==> config.mk <==
export PLATFORM = sky130hd
export DESIGN_NAME = mtrap_ctrl
export DESIGN_NICKNAME = d
export VERILOG_FILES = /design/src/rtl/mtu_pkg.sv /design/src/rtl/mtu_irq_select.sv /design/src/rtl/mtu_target.sv /design/src/rtl/mtu_csr_regs.sv /design/src/rtl/mtrap_ctrl.sv
export SDC_FILE = /design/constraint.sdc
export NUM_CORES = 1
export LEC_CHECK = 0
export BUFFER_PORTS_ARGS = -buffer_cell sky130_fd_sc_hd__buf_2
export CORE_AREA = 2 2 113 159
export CTS_BUF_LIST = sky130_fd_sc_hd__clkbuf_4
export CTS_CLUSTER_DIAMETER = 200
export CTS_CLUSTER_SIZE = 16
export DETAILED_ROUTE_END_ITERATION = 10
export DIE_AREA = 0 0 115 161
export GPL_ROUTABILITY_DRIVEN = 0
export PLACE_DENSITY_LB_ADDON = 0.12
export SYNTH_ARGS = -nofsm -noshare
export SYNTH_HDL_FRONTEND = slang
export SYNTH_HIERARCHICAL = 1
export SYNTH_SLANG_ARGS = --single-unit
==> constraint.sdc <==
create_clock -name clk -period 4 [get_ports clk]
set_input_delay 0.4 -clock clk [delete_from_list [all_inputs] [get_ports clk]]
set_output_delay 0.4 -clock clk [all_outputs]
set_load 0.02 [all_outputs]
==> src/rtl/mtu_pkg.sv <==
// Shared constants for the machine trap controller.
// Assumes a machine level plus one user level; no supervisor level.
package mtu_pkg;
    localparam logic [1:0] PRIV_U = 2'b00;
    localparam logic [1:0] PRIV_M = 2'b11;

    localparam logic [11:0] CSR_STATUS  = 12'h300;
    localparam logic [11:0] CSR_IENABLE = 12'h304;
    localparam logic [11:0] CSR_HBASE   = 12'h305;
    localparam logic [11:0] CSR_SCRATCH = 12'h340;
    localparam logic [11:0] CSR_EPC     = 12'h341;
    localparam logic [11:0] CSR_CAUSE   = 12'h342;
    localparam logic [11:0] CSR_TVAL    = 12'h343;
    localparam logic [11:0] CSR_IPEND   = 12'h344;

    localparam int SRC_SOFT  = 3;
    localparam int SRC_TIMER = 7;
    localparam int SRC_EXT   = 11;
    localparam int NUM_SRC   = 3;

    localparam int CODE_ILLEGAL = 2;

    localparam int ST_GIE  = 3;
    localparam int ST_PGIE = 7;
    localparam int ST_PPL  = 11;
endpackage

==> src/rtl/mtu_irq_select.sv <==
// Interrupt gating and fixed-priority selection.
// Assumes source bit positions equal their cause codes; XLEN >= 12.
module mtu_irq_select #(
    parameter int XLEN   = 32,
    parameter int CODE_W = 4
) (
    input  logic              gie_i,
    input  logic [XLEN-1:0]   enable_i,
    input  logic [XLEN-1:0]   pend_i,
    output logic              any_o,
    output logic              take_o,
    output logic [CODE_W-1:0] code_o
);
    import mtu_pkg::*;

    // Order from highest to lowest priority.
    localparam int PRIO [NUM_SRC] = '{SRC_EXT, SRC_SOFT, SRC_TIMER};

    logic [XLEN-1:0] live;

    // Per-source enable-and-pending, and whether any remains.
    always_comb begin
        live  = enable_i & pend_i;
        any_o = |live;
    end

    // Walk from lowest to highest priority so the highest one wins.
    always_comb begin
        code_o = '0;
        for (int i = NUM_SRC - 1; i >= 0; i--) begin
            if (live[PRIO[i]]) code_o = CODE_W'(PRIO[i]);
        end
        take_o = gie_i && any_o;
    end
endmodule

==> src/rtl/mtu_target.sv <==
// Redirect target selection: saved PC on return, vectored slot for
// interrupts in mode 1, plain base otherwise. Assumes base is 4-aligned.
module mtu_target #(
    parameter int XLEN   = 32,
    parameter int CODE_W = 4
) (
    input  logic              sel_ret_i,
    input  logic              is_int_i,
    input  logic [CODE_W-1:0] code_i,
    input  logic [XLEN-1:0]   base_i,
    input  logic              vec_mode_i,
    input  logic [XLEN-1:0]   epc_i,
    output logic [XLEN-1:0]   pc_o
);
    logic [XLEN-1:0] slot_pc;

    // Choose among return target, vectored slot and base.
    always_comb begin
        slot_pc = base_i + (XLEN'(code_i) << 2);
        if (sel_ret_i)                  pc_o = epc_i;
        else if (is_int_i && vec_mode_i) pc_o = slot_pc;
        else                            pc_o = base_i;
    end
endmodule

==> src/rtl/mtu_csr_regs.sv <==
// Trap state registers and CSR read mux. Update priority inside a cycle:
// trap entry, then return, then software write; the caller guarantees
// at most one is active. Assumes XLEN >= 13 and CODE_W < XLEN.
module mtu_csr_regs #(
    parameter int XLEN      = 32,
    parameter int CODE_W    = 4,
    parameter bit VECTOR_EN = 1'b1
) (
    input  logic              clk,
    input  logic              rst_n,
    input  logic              trap_i,
    input  logic              trap_int_i,
    input  logic [CODE_W-1:0] trap_code_i,
    input  logic [XLEN-1:0]   trap_pc_i,
    input  logic [XLEN-1:0]   trap_tval_i,
    input  logic              ret_i,
    input  logic              wr_i,
    input  logic [11:0]       addr_i,
    input  logic [XLEN-1:0]   wdata_i,
    input  logic              irq_soft_i,
    input  logic              irq_timer_i,
    input  logic              irq_ext_i,
    output logic [XLEN-1:0]   rdata_o,
    output logic              gie_o,
    output logic [XLEN-1:0]   enable_o,
    output logic [XLEN-1:0]   pend_o,
    output logic [XLEN-1:0]   base_o,
    output logic              vec_mode_o,
    output logic [XLEN-1:0]   epc_o,
    output logic [1:0]        priv_o,
    output logic [1:0]        ppl_o
);
    import mtu_pkg::*;

    localparam logic [XLEN-1:0] ALIGN4 = ~XLEN'(3);
    localparam logic [XLEN-1:0] IE_MASK =
        (XLEN'(1) << SRC_SOFT) | (XLEN'(1) << SRC_TIMER) | (XLEN'(1) << SRC_EXT);

    logic              gie_q, pgie_q;
    logic [1:0]        ppl_q, priv_q;
    logic [XLEN-1:0]   ie_q, base_q, epc_q, tval_q, scratch_q;
    logic              vec_q, cint_q;
    logic [CODE_W-1:0] ccode_q;
    logic              vec_wr;

    // Mode-field legalisation picked by the vectoring parameter.
    generate
        if (VECTOR_EN) begin : g_vec
            assign vec_wr = (wdata_i[1:0] == 2'b01);
        end else begin : g_novec
            assign vec_wr = 1'b0;
        end
    endgenerate

    // Pending bits mirror the interrupt lines.
    always_comb begin
        pend_o            = '0;
        pend_o[SRC_SOFT]  = irq_soft_i;
        pend_o[SRC_TIMER] = irq_timer_i;
        pend_o[SRC_EXT]   = irq_ext_i;
    end

    // Atomic trap entry, return, or software write of the state.
    always_ff @(posedge clk) begin
        if (!rst_n) begin
            gie_q     <= 1'b0;
            pgie_q    <= 1'b0;
            ppl_q     <= PRIV_U;
            priv_q    <= PRIV_M;
            ie_q      <= '0;
            base_q    <= '0;
            vec_q     <= 1'b0;
            epc_q     <= '0;
            cint_q    <= 1'b0;
            ccode_q   <= '0;
            tval_q    <= '0;
            scratch_q <= '0;
        end else if (trap_i) begin
            epc_q   <= trap_pc_i & ALIGN4;
            cint_q  <= trap_int_i;
            ccode_q <= trap_code_i;
            tval_q  <= trap_tval_i;
            pgie_q  <= gie_q;
            gie_q   <= 1'b0;
            ppl_q   <= priv_q;
            priv_q  <= PRIV_M;
        end else if (ret_i) begin
            gie_q  <= pgie_q;
            priv_q <= ppl_q;
            pgie_q <= 1'b1;
            ppl_q  <= PRIV_U;
        end else if (wr_i) begin
            case (addr_i)
                CSR_STATUS: begin
                    gie_q  <= wdata_i[ST_GIE];
                    pgie_q <= wdata_i[ST_PGIE];
                    ppl_q  <= (wdata_i[ST_PPL+1:ST_PPL] == PRIV_M) ? PRIV_M : PRIV_U;
                end
                CSR_IENABLE: ie_q <= wdata_i & IE_MASK;
                CSR_HBASE: begin
                    base_q <= wdata_i & ALIGN4;
                    vec_q  <= vec_wr;
                end
                CSR_SCRATCH: scratch_q <= wdata_i;
                CSR_EPC:     epc_q     <= wdata_i & ALIGN4;
                CSR_CAUSE: begin
                    cint_q  <= wdata_i[XLEN-1];
                    ccode_q <= wdata_i[CODE_W-1:0];
                end
                CSR_TVAL:    tval_q    <= wdata_i;
                default: ;
            endcase
        end
    end

    // Read mux following the address port.
    always_comb begin
        rdata_o = '0;
        case (addr_i)
            CSR_STATUS: begin
                rdata_o[ST_GIE]            = gie_q;
                rdata_o[ST_PGIE]           = pgie_q;
                rdata_o[ST_PPL+1:ST_PPL]   = ppl_q;
            end
            CSR_IENABLE: rdata_o = ie_q;
            CSR_HBASE:   rdata_o = base_q | XLEN'(vec_q);
            CSR_SCRATCH: rdata_o = scratch_q;
            CSR_EPC:     rdata_o = epc_q;
            CSR_CAUSE:   rdata_o = {cint_q, {(XLEN-1-CODE_W){1'b0}}, ccode_q};
            CSR_TVAL:    rdata_o = tval_q;
            CSR_IPEND:   rdata_o = pend_o;
            default:     rdata_o = '0;
        endcase
    end

    assign gie_o      = gie_q;
    assign enable_o   = ie_q;
    assign base_o     = base_q;
    assign vec_mode_o = vec_q;
    assign epc_o      = epc_q;
    assign priv_o     = priv_q;
    assign ppl_o      = ppl_q;
endmodule

==> src/rtl/mtrap_ctrl.sv <==
// Machine-level trap controller top. Decides in the request cycle which
// of exception, interrupt or return is taken (in that priority), drives
// the redirect combinationally, and commits state on the next edge.
// Assumes at most one instruction request per cycle from the pipeline.
module mtrap_ctrl #(
    parameter int XLEN      = 32,
    parameter int CODE_W    = 4,
    parameter bit VECTOR_EN = 1'b1
) (
    input  logic              clk,
    input  logic              rst_n,
    input  logic              exc_valid_i,
    input  logic [CODE_W-1:0] exc_code_i,
    input  logic [XLEN-1:0]   exc_tval_i,
    input  logic [XLEN-1:0]   inst_pc_i,
    input  logic [XLEN-1:0]   next_pc_i,
    input  logic              irq_soft_i,
    input  logic              irq_timer_i,
    input  logic              irq_ext_i,
    input  logic              xret_i,
    input  logic              wfi_i,
    input  logic              csr_en_i,
    input  logic              csr_we_i,
    input  logic [11:0]       csr_addr_i,
    input  logic [XLEN-1:0]   csr_wdata_i,
    output logic [XLEN-1:0]   csr_rdata_o,
    output logic              redirect_valid_o,
    output logic [XLEN-1:0]   redirect_pc_o,
    output logic [1:0]        priv_o,
    output logic              wake_o
);
    import mtu_pkg::*;

    logic              gie, vec_mode, any_pend, int_req;
    logic [XLEN-1:0]   enable, pend, base, epc;
    logic [1:0]        priv, ppl;
    logic [CODE_W-1:0] int_code, trap_code;
    logic              illegal, exc_take, int_take, ret_take, csr_wr;
    logic [XLEN-1:0]   trap_pc, trap_tval;
    logic              wait_q;

    mtu_irq_select #(.XLEN(XLEN), .CODE_W(CODE_W)) u_sel (
        .gie_i    (gie),
        .enable_i (enable),
        .pend_i   (pend),
        .any_o    (any_pend),
        .take_o   (int_req),
        .code_o   (int_code)
    );

    // Take decision: exception beats interrupt beats return beats write.
    always_comb begin
        illegal   = (priv == PRIV_U) && (xret_i || csr_en_i);
        exc_take  = exc_valid_i || illegal;
        int_take  = !exc_take && int_req;
        ret_take  = !exc_take && !int_take && xret_i;
        csr_wr    = !exc_take && !int_take && csr_en_i && csr_we_i;
        trap_code = exc_valid_i ? exc_code_i :
                    (illegal ? CODE_W'(CODE_ILLEGAL) : int_code);
        trap_pc   = exc_take ? inst_pc_i : next_pc_i;
        trap_tval = exc_valid_i ? exc_tval_i : '0;
    end

    mtu_csr_regs #(.XLEN(XLEN), .CODE_W(CODE_W), .VECTOR_EN(VECTOR_EN)) u_regs (
        .clk         (clk),
        .rst_n       (rst_n),
        .trap_i      (exc_take || int_take),
        .trap_int_i  (int_take),
        .trap_code_i (trap_code),
        .trap_pc_i   (trap_pc),
        .trap_tval_i (trap_tval),
        .ret_i       (ret_take),
        .wr_i        (csr_wr),
        .addr_i      (csr_addr_i),
        .wdata_i     (csr_wdata_i),
        .irq_soft_i  (irq_soft_i),
        .irq_timer_i (irq_timer_i),
        .irq_ext_i   (irq_ext_i),
        .rdata_o     (csr_rdata_o),
        .gie_o       (gie),
        .enable_o    (enable),
        .pend_o      (pend),
        .base_o      (base),
        .vec_mode_o  (vec_mode),
        .epc_o       (epc),
        .priv_o      (priv),
        .ppl_o       (ppl)
    );

    mtu_target #(.XLEN(XLEN), .CODE_W(CODE_W)) u_tgt (
        .sel_ret_i  (ret_take),
        .is_int_i   (int_take),
        .code_i     (trap_code),
        .base_i     (base),
        .vec_mode_i (vec_mode),
        .epc_i      (epc),
        .pc_o       (redirect_pc_o)
    );

    // Wait state: set by a wait request, cleared by a wake or any trap.
    always_ff @(posedge clk) begin
        if (!rst_n) wait_q <= 1'b0;
        else        wait_q <= !any_pend && !exc_take && (wait_q || wfi_i);
    end

    assign wake_o           = (wait_q || wfi_i) && any_pend;
    assign redirect_valid_o = exc_take || int_take || ret_take;
    assign priv_o           = priv;
endmodule

==> summary.txt <==
Power
  • Total leakage power: 4.78 nW
  • Peak VDD IR: 218 µV
  • Total power: 0.00299 W
  • PwrDens: 279 mW/mm²

Critical path
  • Crit path buffers/inverters: 2
  • Setup crit end kind: output pin
  • Crit path max fanout: 8
  • Critical-path cell with the highest stage delay: or4_1
  • FF-to-FF End: u_regs/tval_q[19]
  • R2r worst-path depth: 11
  • RR Startpoint: u_regs/enable_o[11]
  • Critical Path RT: 3.60 ns
  • Crit path to: redirect_pc_o[16]
  • Max incr delay on CP: 0.54 ns
  • Crit path kind: reg -> out
  • Family with the most delay on the worst path: simple AND/OR/NAND/NOR gates
  • CP Launch Type: flop
  • Worst-path cell chain: nor2_1 > a21oi_4 > a22o_1 > ha_1 > a21oi_1 > buf_4 > and2_1 > or4_1 > a31oi_1 > buf_2
  • CP startpoint: u_regs/priv_o[1]
  • Worst path depth: 10
  • Worst EP arrival: 3.46 ns
  • Internal reg-to-reg setup slack: 0.77 ns

STA
  • Min Clock Period, post-route: 3.86 ns
  • Setup_tns: 0 ns
  • Final period util: 96.5%
  • Unrepaired setup endpoints after global routing: no
  • Endpoints failing hold: 0
  • Rel. slew slack: 42.5%
  • Fmax: 0.259 GHz
  • Final setup fails: 0
  • Final max-slew violation count: 0
  • Post-route clock skew: 0.0200 ns
  • Slew @ Worst Pin: 0.862 ns

Die
  • Die area: 0.0185 mm²
  • Starting Density: 55.0%
  • Row cnt: 57
  • Core ar.: 0.0171 mm²
  • I/O pins: 222
  • Die width: 115 µm
  • Die H: 161 µm

Global routing
  • First-pass GRT wire length: 43000 µm
  • GRT Total Usage: 29.5%
  • Total gr overflow: 0
  • Largest net degree at the start of global routing: 92
  • Initial antenna violation count: 2
  • Vias in the first global route: 8458

Clock network
  • CTS Root Buffer Type: clkbuf_4
  • H-tree lvl count: 4
  • Longest Clk Path Bufs: 2
  • CTS Sinks: 140
  • CTS tree: done
  • Clk pin slew, worst setup/hold paths: 0.14 ns
  • CTS Buf Count: 17
  • Clk_lat worst skew: 0.58 ns

Routing
  • Antenna Nets Post-Route: 0
  • Vias per cell: 5.92
  • WL final: 28200 µm
  • Drt first pass iters: 7
  • Iteration-0 DRC Markers: 642
  • DR WL/cell: 18.5 µm
  • Vias: 9013
  • Residual DRC: 0

Finish
  • Commonest cells after routing, fill and taps aside: buf_2 (214), mux2i_1 (163), dfxtp_1 (139)
  • Fraction of layout cells with a size suffix above 1: 26.5%
  • Final core occ: 62.7%
  • Commonest non-fill, non-tap cell in the layout: buf_2
  • Area growth syn-to-layout: 14.2%
  • Final #Nets: 1460

Synth
  • Synth warnings: 6
  • Cells after Synth: 1122
  • Syn_area_per_cell: 8.38 µm²
  • Syn Std Cell Area: 0.00941 mm²

Placed design
  • PortBufs: 215
  • Dpl hpwl: 20000 µm

Status
  • Status: completed

Run
  • Max_cap viols: 0

Min path
  • Hold Crit Class: in -> reg
[routing by layer]
layer / GRT usage (%) / wire [µm] / vias up
met5: 0 / 0 / -
met4: 12.0 / 895 / 0
met3: 4.99 / 1590 / 68
met2: 50.7 / 14100 / 339
met1: 36.4 / 11600 / 4269
li1: - / - / 4337
[how the worst min path moves through the flow]
| stage | from | end | slack, ns | depth (start not counted) |
|---|---|---|---|---|
| after detailed placement | u_regs/scratch_q[26] | u_regs/scratch_q[26] | 0.45 | 2 |
| after floorplan | u_regs/scratch_q[2] | u_regs/scratch_q[2] | 0.43 | 2 |
| after CTS | csr_wdata_i[1] | u_regs/scratch_q[1] | 0.06 | 3 |
| after global routing | csr_wdata_i[1] | u_regs/scratch_q[1] | 0.07 | 3 |
| final | csr_wdata_i[1] | u_regs/scratch_q[1] | 0.09 | 3 |
| after global placement | u_regs/scratch_q[2] | u_regs/scratch_q[2] | 0.44 | 2 |
[area by class of cell]
type                       count  area (µm²)
fill                        1570        6380
multi-input combinational    886        5980
sequential                   140        2800
timing repair buffer         247        1340
tap                          206         258
clock inverter                15         189
clock buffer                  17         128
inverter                       9        35.0
antenna                        2        5.00
[worst reg2reg max path: stages (launching register included)]
cell	delay [ns]
dfxtp_2	0.36
a22o_1	0.24
nand2b_4	0.16
nor2_2	0.23
a31oi_4	0.16
nor4b_2	0.56
buf_12	0.27
and4b_1	0.22
nand4_1	0.12
buf_4	0.42
mux2i_1	0.27
a21oi_1	0.08
[flip-flops by register name, summed over array words and instances (netlist names)]
name	count
u_regs/gie_o	1
u_regs/base_o	30
u_regs/ppl_o	2
u_regs/vec_mode_o	1
u_regs/enable_o	3
wait_q	1
u_regs/pgie_q	1
u_regs/epc_o	30
u_regs/cint_q	1
u_regs/scratch_q	32
u_regs/priv_o	2
u_regs/ccode_q	4
u_regs/tval_q	32
[stage by stage]
step / setup slack [ns] / std cells / hold WS (ns) / instance area (µm²)
after floorplan: 0.523 / 1183 / 0.432 / 9640
after global placement: 0.248 / 1486 / 0.442 / 10400
after detailed placement: 0.192 / 1486 / 0.450 / 10400
after CTS: 0.00584 / 1518 / 0.0555 / 10700
after global routing: 0.00519 / 1522 / 0.0750 / 10700
final: 0.138 / 1522 / 0.0880 / 10700
[report_power, final]
group / switching [W] / total [W] / leakage [nW] / internal [W]
clock network: 0.000586 / 0.00103 / 0.162 / 0.000444
registers: 0.0000400 / 0.00149 / 1.15 / 0.00145
logic: 0.000271 / 0.000476 / 3.48 / 0.000205
[timing repair]
item / 4_1_cts / 5_1_grt
buffers inserted: 0 / 1
pin swaps: 0 / 2
hold buffers: 0 / 0
resized for setup: 3 / 4
endpoints found under the setup margin: 9 / 15
cloned: 0 / 1
(Power assumes the default switching activity.)
